<file path="config.mk">
export PLATFORM = sky130hd
export DESIGN_NAME = rn_renamer
export DESIGN_NICKNAME = d
export VERILOG_FILES = /design/src/rtl/rn_pkg.sv /design/src/rtl/rn_map_table.sv /design/src/rtl/rn_free_pool.sv /design/src/rtl/rn_seq_ring.sv /design/src/rtl/rn_renamer.sv
export SDC_FILE = /design/constraint.sdc
export NUM_CORES = 2
export LEC_CHECK = 0
export CORE_MARGIN = 4
export CORE_UTILIZATION = 45
export CTS_CLUSTER_SIZE = 24
export DETAILED_ROUTE_END_ITERATION = 12
export GPL_TIMING_DRIVEN = 0
export PLACE_DENSITY = 0.71
export RECOVER_POWER = 50
export SLEW_MARGIN = 25
export SYNTH_ARGS = -nofsm -noshare
export SYNTH_HDL_FRONTEND = slang
export SYNTH_HIERARCHICAL = 1
export SYNTH_SLANG_ARGS = --single-unit
</file>
<file path="constraint.sdc">
create_clock -name clk -period 10.2 [get_ports clk]
set_input_delay 3.06 -clock clk [delete_from_list [all_inputs] [get_ports clk]]
set_output_delay 3.06 -clock clk [all_outputs]
set_load 0.01 [all_outputs]
</file>
<file path="src/rtl/rn_pkg.sv">
package rn_pkg;

  // Sum of two ring positions, folded back into [0, depth)
  function automatic int ring_add(input int base, input int inc, input int depth);
    int s;
    s = base + inc;
    return (s >= depth) ? s - depth : s;
  endfunction

  // Number of set bits among the lanes below lane k
  function automatic int ones_below(input logic [7:0] v, input int k);
    int n;
    n = 0;
    for (int i = 0; i < 8; i++)
      if (i < k && v[i]) n++;
    return n;
  endfunction

endpackage

</file>
<file path="src/rtl/rn_map_table.sv">
module rn_map_table #(
  parameter int LANES     = 3,
  parameter int ARCH_REGS = 8,
  parameter int PTAG_W    = 7,
  localparam int AW       = $clog2(ARCH_REGS)
) (
  input  logic                      clk,
  input  logic                      rst_n,
  input  logic                      load_all,
  input  logic [ARCH_REGS*PTAG_W-1:0] load_vec,
  input  logic [LANES-1:0]          wr_en,
  input  logic [LANES*AW-1:0]       wr_idx,
  input  logic [LANES*PTAG_W-1:0]   wr_tag,
  output logic [ARCH_REGS*PTAG_W-1:0] map_flat
);

  logic [PTAG_W-1:0] map_q [ARCH_REGS];

  // Lane order: a later lane writing the same entry overrides an earlier one
  always_ff @(posedge clk) begin
    if (!rst_n) begin
      for (int i = 0; i < ARCH_REGS; i++) map_q[i] <= PTAG_W'(i);
    end else if (load_all) begin
      for (int i = 0; i < ARCH_REGS; i++) map_q[i] <= load_vec[i*PTAG_W +: PTAG_W];
    end else begin
      for (int k = 0; k < LANES; k++)
        if (wr_en[k]) map_q[wr_idx[k*AW +: AW]] <= wr_tag[k*PTAG_W +: PTAG_W];
    end
  end

  for (genvar g = 0; g < ARCH_REGS; g++) begin : g_out
    assign map_flat[g*PTAG_W +: PTAG_W] = map_q[g];
  end

endmodule

</file>
<file path="src/rtl/rn_free_pool.sv">
module rn_free_pool #(
  parameter int LANES     = 3,
  parameter int PHYS_REGS = 128,
  parameter int ARCH_REGS = 8,
  localparam int PW       = $clog2(PHYS_REGS),
  localparam int FW       = $clog2(PHYS_REGS + 1)
) (
  input  logic                 clk,
  input  logic                 rst_n,
  input  logic                 rebuild,
  input  logic [PHYS_REGS-1:0] rebuild_mask,
  input  logic [PHYS_REGS-1:0] alloc_mask,
  input  logic [PHYS_REGS-1:0] ret_mask,
  output logic [LANES*PW-1:0]  pick_flat,
  output logic [FW-1:0]        free_cnt
);

  logic [PHYS_REGS-1:0] free_q;
  logic [PHYS_REGS-1:0] scan [LANES+1];

  function automatic logic [PW-1:0] lowest_set(input logic [PHYS_REGS-1:0] v);
    logic [PW-1:0] r;
    r = '0;
    for (int i = PHYS_REGS - 1; i >= 0; i--)
      if (v[i]) r = PW'(i);
    return r;
  endfunction

  assign scan[0] = free_q;

  // Successive candidates: each stage removes the register the previous one chose
  for (genvar k = 0; k < LANES; k++) begin : g_pick
    logic [PW-1:0] pick;
    assign pick = lowest_set(scan[k]);
    assign pick_flat[k*PW +: PW] = pick;
    assign scan[k+1] = scan[k] & ~(PHYS_REGS'(1) << pick);
  end

  assign free_cnt = FW'($countones(free_q));

  always_ff @(posedge clk) begin
    if (!rst_n) begin
      for (int i = 0; i < PHYS_REGS; i++) free_q[i] <= (i >= ARCH_REGS);
    end else if (rebuild) begin
      free_q <= rebuild_mask;
    end else begin
      free_q <= (free_q & ~alloc_mask) | ret_mask;
    end
  end

endmodule

</file>
<file path="src/rtl/rn_seq_ring.sv">
module rn_seq_ring
  import rn_pkg::*;
#(
  parameter int LANES     = 3,
  parameter int ROB_DEPTH = 126,
  localparam int SW       = $clog2(ROB_DEPTH),
  localparam int CW       = $clog2(ROB_DEPTH + 1),
  localparam int NW       = $clog2(LANES + 1)
) (
  input  logic          clk,
  input  logic          rst_n,
  input  logic          flush,
  input  logic [NW-1:0] alloc_n,
  input  logic [NW-1:0] ret_n,
  output logic [SW-1:0] tail,
  output logic [CW-1:0] cnt
);

  logic [SW-1:0] head_q, tail_q;
  logic [CW-1:0] cnt_q;

  always_ff @(posedge clk) begin
    if (!rst_n) begin
      head_q <= '0;
      tail_q <= '0;
      cnt_q  <= '0;
    end else if (flush) begin
      tail_q <= head_q;
      cnt_q  <= '0;
    end else begin
      tail_q <= SW'(ring_add(int'(tail_q), int'(alloc_n), ROB_DEPTH));
      head_q <= SW'(ring_add(int'(head_q), int'(ret_n), ROB_DEPTH));
      cnt_q  <= CW'(int'(cnt_q) + int'(alloc_n) - int'(ret_n));
    end
  end

  assign tail = tail_q;
  assign cnt  = cnt_q;

endmodule

</file>
<file path="src/rtl/rn_renamer.sv">
module rn_renamer
  import rn_pkg::*;
#(
  parameter int LANES     = 3,
  parameter int ARCH_REGS = 8,
  parameter int PHYS_REGS = 128,
  parameter int ROB_DEPTH = 126,
  localparam int AW       = $clog2(ARCH_REGS),
  localparam int PW       = $clog2(PHYS_REGS),
  localparam int SW       = $clog2(ROB_DEPTH),
  localparam int CW       = $clog2(ROB_DEPTH + 1),
  localparam int FW       = $clog2(PHYS_REGS + 1),
  localparam int NW       = $clog2(LANES + 1)
) (
  input  logic                clk,
  input  logic                rst_n,
  input  logic                flush,
  input  logic [LANES-1:0]    ren_valid,
  input  logic [LANES-1:0]    ren_dst_en,
  input  logic [LANES*AW-1:0] ren_src_a,
  input  logic [LANES*AW-1:0] ren_src_b,
  input  logic [LANES*AW-1:0] ren_dst,
  output logic                ren_stall,
  output logic [LANES*PW-1:0] ren_src_a_tag,
  output logic [LANES*PW-1:0] ren_src_b_tag,
  output logic [LANES*PW-1:0] ren_dst_tag,
  output logic [LANES*PW-1:0] ren_old_tag,
  output logic [LANES*SW-1:0] ren_seq,
  input  logic [LANES-1:0]    ret_valid,
  input  logic [LANES-1:0]    ret_dst_en,
  input  logic [LANES*AW-1:0] ret_dst,
  input  logic [LANES*PW-1:0] ret_new_tag,
  input  logic [LANES*PW-1:0] ret_old_tag
);

  // ---------------- state holders ----------------
  logic [ARCH_REGS*PW-1:0] spec_flat, comm_flat;
  logic [PW-1:0]           spec_a [ARCH_REGS];
  logic [PW-1:0]           comm_a [ARCH_REGS];
  logic [LANES*PW-1:0]     pick_flat;
  logic [FW-1:0]           free_cnt;
  logic [SW-1:0]           tail;
  logic [CW-1:0]           rob_cnt;

  // ---------------- named internal events ----------------
  logic                 fire;
  logic                 ret_go;
  logic [NW-1:0]        need_dst;
  logic [NW-1:0]        need_rob;
  logic [NW-1:0]        alloc_take;
  logic [NW-1:0]        ret_give;
  logic [NW-1:0]        ret_n;
  logic [NW-1:0]        alloc_n;
  logic [LANES-1:0]     spec_we;
  logic [LANES-1:0]     comm_we;
  logic [PHYS_REGS-1:0] alloc_mask;
  logic [PHYS_REGS-1:0] ret_mask;
  logic [PHYS_REGS-1:0] rebuild_mask;

  logic [PW-1:0] sa_t [LANES];
  logic [PW-1:0] sb_t [LANES];
  logic [PW-1:0] dt_t [LANES];
  logic [PW-1:0] ot_t [LANES];
  logic [SW-1:0] sq_t [LANES];

  for (genvar g = 0; g < ARCH_REGS; g++) begin : g_unpack
    assign spec_a[g] = spec_flat[g*PW +: PW];
    assign comm_a[g] = comm_flat[g*PW +: PW];
  end

  // ---------------- per-lane rename with in-group forwarding ----------------
  always_comb begin
    int nd;
    int nv;
    nd = 0;
    nv = 0;
    for (int k = 0; k < LANES; k++) begin
      sa_t[k] = spec_a[ren_src_a[k*AW +: AW]];
      sb_t[k] = spec_a[ren_src_b[k*AW +: AW]];
      ot_t[k] = spec_a[ren_dst[k*AW +: AW]];
      dt_t[k] = pick_flat[nd*PW +: PW];
      sq_t[k] = SW'(ring_add(int'(tail), nv, ROB_DEPTH));
      for (int j = 0; j < k; j++) begin
        if (ren_valid[j] && ren_dst_en[j]) begin
          if (ren_dst[j*AW +: AW] == ren_src_a[k*AW +: AW]) sa_t[k] = dt_t[j];
          if (ren_dst[j*AW +: AW] == ren_src_b[k*AW +: AW]) sb_t[k] = dt_t[j];
          if (ren_dst[j*AW +: AW] == ren_dst[k*AW +: AW])   ot_t[k] = dt_t[j];
        end
      end
      if (ren_valid[k]) begin
        nv++;
        if (ren_dst_en[k]) nd++;
      end
    end
    need_dst = NW'(nd);
    need_rob = NW'(nv);
  end

  // ---------------- resource check ----------------
  assign ren_stall = flush
                   | (int'(need_dst) > int'(free_cnt))
                   | (int'(need_rob) > ROB_DEPTH - int'(rob_cnt));
  assign fire       = ~ren_stall & (|ren_valid);
  assign alloc_take = fire ? need_dst : '0;
  assign alloc_n    = fire ? need_rob : '0;

  always_comb begin
    alloc_mask = '0;
    for (int k = 0; k < LANES; k++)
      if (spec_we[k]) alloc_mask[dt_t[k]] = 1'b1;
  end

  for (genvar k = 0; k < LANES; k++) begin : g_lane
    assign spec_we[k] = fire & ren_valid[k] & ren_dst_en[k];
    assign comm_we[k] = ret_go & ret_valid[k] & ret_dst_en[k];
    assign ren_src_a_tag[k*PW +: PW] = sa_t[k];
    assign ren_src_b_tag[k*PW +: PW] = sb_t[k];
    assign ren_dst_tag[k*PW +: PW]   = dt_t[k];
    assign ren_old_tag[k*PW +: PW]   = ot_t[k];
    assign ren_seq[k*SW +: SW]       = sq_t[k];
  end

  // ---------------- retirement ----------------
  assign ret_go   = ~flush;
  assign ret_give = NW'($countones(comm_we));
  assign ret_n    = ret_go ? NW'($countones(ret_valid)) : '0;

  always_comb begin
    ret_mask = '0;
    for (int k = 0; k < LANES; k++)
      if (comm_we[k]) ret_mask[ret_old_tag[k*PW +: PW]] = 1'b1;
  end

  // Registers the committed table does not reference become free on flush
  always_comb begin
    rebuild_mask = '1;
    for (int a = 0; a < ARCH_REGS; a++) rebuild_mask[comm_a[a]] = 1'b0;
  end

  // ---------------- submodules ----------------
  rn_map_table #(.LANES(LANES), .ARCH_REGS(ARCH_REGS), .PTAG_W(PW)) u_spec_map (
    .clk      (clk),
    .rst_n    (rst_n),
    .load_all (flush),
    .load_vec (comm_flat),
    .wr_en    (spec_we),
    .wr_idx   (ren_dst),
    .wr_tag   (ren_dst_tag),
    .map_flat (spec_flat)
  );

  rn_map_table #(.LANES(LANES), .ARCH_REGS(ARCH_REGS), .PTAG_W(PW)) u_comm_map (
    .clk      (clk),
    .rst_n    (rst_n),
    .load_all (1'b0),
    .load_vec (comm_flat),
    .wr_en    (comm_we),
    .wr_idx   (ret_dst),
    .wr_tag   (ret_new_tag),
    .map_flat (comm_flat)
  );

  rn_free_pool #(.LANES(LANES), .PHYS_REGS(PHYS_REGS), .ARCH_REGS(ARCH_REGS)) u_pool (
    .clk          (clk),
    .rst_n        (rst_n),
    .rebuild      (flush),
    .rebuild_mask (rebuild_mask),
    .alloc_mask   (alloc_mask),
    .ret_mask     (ret_mask),
    .pick_flat    (pick_flat),
    .free_cnt     (free_cnt)
  );

  rn_seq_ring #(.LANES(LANES), .ROB_DEPTH(ROB_DEPTH)) u_ring (
    .clk     (clk),
    .rst_n   (rst_n),
    .flush   (flush),
    .alloc_n (alloc_n),
    .ret_n   (ret_n),
    .tail    (tail),
    .cnt     (rob_cnt)
  );

endmodule

</file>
==> results of run 1 <==
## logic make-up after synthesis
| group | after synthesis | share of synthesized area [%] |
|---|---|---|
| compound gates | 2259 | 35.3 |
| simple gates | 2176 | 25.8 |
| buf+inv | 840 | 7.74 |
| flops | 261 | 14.1 |
| mux | 238 | 9.01 |
| fa+ha+maj | 179 | 6.97 |
| xor+xnor | 58 | 1.17 |
| other cells | 1 | 0.00833 |
## cells in the mapped netlist (55+ instances only)
library cell and instances:
nand2_1 572, o22ai_1 497, nor2_1 441, o21ai_0 417, inv_1 347, clkbuf_1 315, nor4_1 194, a21oi_1 190
nor2b_1 163, nand3_1 151, dfxtp_1 149, a22oi_1 143, o221ai_1 140, a211oi_1 137, nor3_1 134, mux4_2 130
fa_1 121, edfxtp_1 112, o31ai_1 101, nand4_1 88, a221oi_1 78, buf_2 74, o21ai_1 74, mux2i_1 68
ha_1 55, nand2b_1 55
## stage by stage
step | hold WS, ns | instance area, um^2 | util (%) | worst slack (ns) | instances
floorplan | 0.465 | 45400 | - | -0.0710 | 6013
global placement | 0.482 | 48600 | 49.2 | -4.42 | 7459
detailed placement | 0.501 | 48700 | 49.3 | -4.36 | 7463
CTS | 0.513 | 54700 | 55.4 | -2.04 | 7724
## metal layers
| layer | GRT usage (%) | GRT overflow |
|---|---|---|
| met5 | 24.5 | 0 |
| met4 | 54.0 | 1 |
| met3 | 44.6 | 0 |
| met2 | 74.8 | 2 |
| met1 | 63.1 | 0 |
## timing repair
item | in CTS
buffers inserted | 209
endpoints found under the setup margin | 265
gates cloned | 2
pin swaps | 160
resized for setup | 707
==> impl_metrics.ini, run 1 <==
[clock_network]
htree_levels = 2
cts-root-buf = clkbuf_16
cts_buffers = 34
postCtsHoldBufs = 0
numClockSinks = 261
clock_path_buffers = 3

[sta]
crit_endpoint = ren_dst_tag[14]
worst-ep-kind = primary output

[yosys]
ys.flop_type = dfxtp_1
avgSynthCellArea_um2 = 7.49
yosysWarnings = 6
synth.area.top_cells = edfxtp_1 7.5%, o22ai_1 6.9%, dfxtp_1 6.6%, mux4_2 6.5%, fa_1 5.4%
yosys.area.top_type = edfxtp_1
synth_edf_count = 112
yosys.area.top_type_share_pct = 7.47
netlist_area_um2 = 45000
synth_cell_types = 146
synth-seq-area-share_pct = 14.1
postSynthRegisterBits = 261
synthArstFlopShare_pct = 0
syn_inst = 6012

[floorplan]
rows = 115
dieWidth_um = 324
ios = 199
die_h_um = 324
initial_utilization_pct = 45.6

[place]
gp_congestion = 1.24
port_buffers = 159
place_hpwl_mm = 214

[grt]
overflow = 3
track_usage_pct = 60.1
grt_max_degree = 26

[run_status]
status = aborted with a tool error
tool.error = [ERROR GRT-0232] Routing congestion too high. Check the congestion heatmap in the GUI.
lastStage = 5_1_grt
==> run 2: changes to the inputs <==
--- a/config.mk
+++ b/config.mk
@@ -6,11 +6,10 @@
 export NUM_CORES = 2
 export LEC_CHECK = 0
 export CORE_MARGIN = 4
-export CORE_UTILIZATION = 45
-export CTS_CLUSTER_SIZE = 24
+export CORE_UTILIZATION = 30
 export DETAILED_ROUTE_END_ITERATION = 12
 export GPL_TIMING_DRIVEN = 0
-export PLACE_DENSITY = 0.71
+export PLACE_DENSITY_LB_ADDON = 0.15
 export RECOVER_POWER = 50
 export SLEW_MARGIN = 25
 export SYNTH_ARGS = -nofsm -noshare
==> constraint.sdc (replaced) <==
create_clock -name clk -period 13.26 [get_ports clk]
set_input_delay 3.978 -clock clk [delete_from_list [all_inputs] [get_ports clk]]
set_output_delay 3.978 -clock clk [all_outputs]
set_load 0.01 [all_outputs]
==> run 2 against run 1 <==
  * The flow now finishes, with violations (negative setup slack)
  * Synthesized area stayed put
  * Synthesized cell count stayed put
==> impl_metrics.ini, run 2 <==
[layout]
fin_util_pct = 38.1
nets = 6740
largest_register_ffs = 128
layout-drive-gt1-share_pct = 21.1
layout_commonest_cell = nand2_1
top_register = u_pool/free_q
layout_common_cells = 563 x nand2_1, 494 x o22ai_1, 431 x nor2_1, 381 x o21ai_0, 344 x inv_1
seq_area_um2 = 6480
multi_input_area_um2 = 38700
fill_cells = 15800
largestRegisters = u_pool/free_q (128), u_comm_map/map_q (56), u_spec_map/map_q (56)
final_area_um2 = 56600
area_delta_synth_final_pct = 25.8

[clock_network]
htree_levels = 1
numClockSinks = 261
clock_path_buffers = 3
clk_latency_ns = 0.64
cts_buffers = 31
cts_tree = done
clkTransAtPathRegs_ns = 0.07
cts-root-buf = clkbuf_16

[detailed_routing]
dr.first_iter.drc_count = 9447
vias_per_cell = 7.16
drt_first_pass_iters = 6
wl_per_cell_um = 43.5
routed_wl_mm = 370
drc = 0
vias = 61000
ant_nets = 0

[yosys]
synth-seq-area-share_pct = 14.1
avgSynthCellArea_um2 = 7.49
synthArstFlopShare_pct = 0
yosysWarnings = 6
ys.flop_type = dfxtp_1
netlist_area_um2 = 45000
synth_edf_count = 112
syn_inst = 6012
synth_cell_types = 146
yosys.area.top_type_share_pct = 7.47
yosys.area.top_type = edfxtp_1
synth.area.top_cells = edfxtp_1 7.5%, o22ai_1 6.9%, dfxtp_1 6.6%, mux4_2 6.5%, fa_1 5.4%
postSynthRegisterBits = 261
synth.most_common_cell = nand2_1
synth_common_cells = 572 x nand2_1, 497 x o22ai_1, 441 x nor2_1, 417 x o21ai_0, 347 x inv_1

[sta]
tightest_slew_ns = 1.35
hold_violations = 0
post-route-min-period_ns = 13.30
min_period_over_period_pct = 100
fmaxAchievable_mhz = 75.2
setup_viol = 2
rsz0062_at_grt = yes
worst_slack_ns = -0.0359
fin_skew_ns = 0.0259
slew_violations = 0
fin_setup_tns_ns = -0.0429
worst_hold_slack_ns = 0.548
max_slew_margin_pct = 9.24

[floorplan]
die_area_um2 = 156000
core_area_um2 = 149000
ios = 199
dieWidth_um = 395
initial_utilization_pct = 30.3
rows = 141
die_h_um = 395

[place]
place_hpwl_mm = 287
dpl_cell_area_um2 = 49600
port_buffers = 159
gp_congestion = 1.14

[pwr]
swShare_pct = 49.1
comb_power_share_pct = 62.1
power.internal_mw = 2.70
p_leak_nw = 18.0
pwr-share-seq_pct = 19.4
switching_power_mw = 2.61
peakVddDrop_mv = 0.376
p_total_mw = 5.31
power_frac_clock_pct = 18.5
powerDensity_nw_per_um2 = 93.7

[setup_path]
path_max_fanout = 11
cp_slowest_stage_delay_ns = 0.66
cp_data_required_time_ns = 9.28
arrival_ns = 9.32
critPathKind = register to output port
endpoint_kind = output port
cp_slowest_cell = a2111oi_0
startpoint_type = register

[grt]
antenna_found_initial = 22
grt_pass1_vias = 57100
grt_max_degree = 26
track_usage_pct = 44.8
overflow = 0
grt_pass1_wl_mm = 493

[job]
drv_cap = 0

[run_status]
status = complete, but fails checks
failed_checks = negative setup slack

[min_path]
hold_class = register to register
run 2: kinds of logic (layout without fill, tap and decap cells):
group | count (synthesis) | after routing | share of synthesized area (%)
buffers and inverters | 840 | 1322 | 7.74
flip-flops | 261 | 261 | 14.1
AO/OA/AOI/OAI | 2259 | 2259 | 35.3
other | 1 | 20 | 0.00833
XOR/XNOR | 58 | 58 | 1.17
adder cells (fa/ha/maj) | 179 | 179 | 6.97
AND/OR/NAND/NOR | 2176 | 2177 | 25.8
multiplexers | 238 | 238 | 9.01
run 2: repair_timing:
action / 4_1_cts / 5_1_grt
setup buffers: 167 / 87
gates resized for setup: 626 / 177
endpoints found under the setup margin: 99 / 8
cloned: 0 / 3
hold endpoints to repair: 0 / 0
hold buffers: 0 / 0
pin swaps: 127 / 96
run 2: stage by stage:
step                setup slack, ns  std cells
floorplan                      1.88       6013
global placement              -3.66       8174
detailed placement            -3.41       8192
CTS                         0.00706       8407
global route                 -0.196       8498
finish                      -0.0359       8516
run 2: critical path, delay by kind of cell (launching register included):
| kind | cells | cell delay [ns] |
|---|---|---|
| AO/OA/AOI/OAI | 11 | 3.22 |
| AND/OR/NAND/NOR | 11 | 2.90 |
| buffers and inverters | 7 | 1.33 |
| multiplexers | 2 | 0.76 |
| flip-flops | 1 | 0.41 |
run 2: cell type report:
cell class              count  share of cell area [%]
repair buffers            434                    6.69
multi-input cells        4913                    68.3
well taps                2002                    4.42
plain buffers             458                    4.42
diodes                     18                  0.0795
inverters                 371                    2.61
clock buffers              31                    1.37
flip-flops and latches    261                    11.4
repair inverters            1                  0.0199
clock inverters            27                   0.658
run 2: per-layer routing:
| layer | track usage, % | up-vias | part of all wire (%) |
|---|---|---|---|
| li1 | - | 24500 | - |
| met1 | 54.5 | 30100 | 37 |
| met2 | 65.7 | 4959 | 41 |
| met3 | 12.9 | 1360 | 11 |
| met4 | 36.0 | 6 | 10 |
| met5 | 0.0616 | - | 0.011 |
run 2: power groups by stage:
stage | logic, mW | clock network [mW] | registers (mW)
after CTS | 3.07 | 0.993 | 1.02
after global placement | 2.74 | 0 | 1.03
after global routing | 3.48 | 1.02 | 1.03
after floorplan | 1.81 | 0 | 0.948
after detailed placement | 2.76 | 0 | 1.03
final | 3.30 | 0.981 | 1.03
run 2: final timing paths:
kind	cells past startpoint	slack, ns	start	to
setup reg to reg	37	1.37	u_pool/free_q[109]	u_pool/free_q[76]
hold reg to reg	2	0.55	u_ring/head_q[0]	u_ring/tail[0]
hold / removal	2	0.55	u_ring/head_q[0]	u_ring/tail[0]
setup / recovery	31	-0.04	u_pool/free_q[93]	ren_dst_tag[17]
No activity file was read; power rests on OpenSTA's default activity.
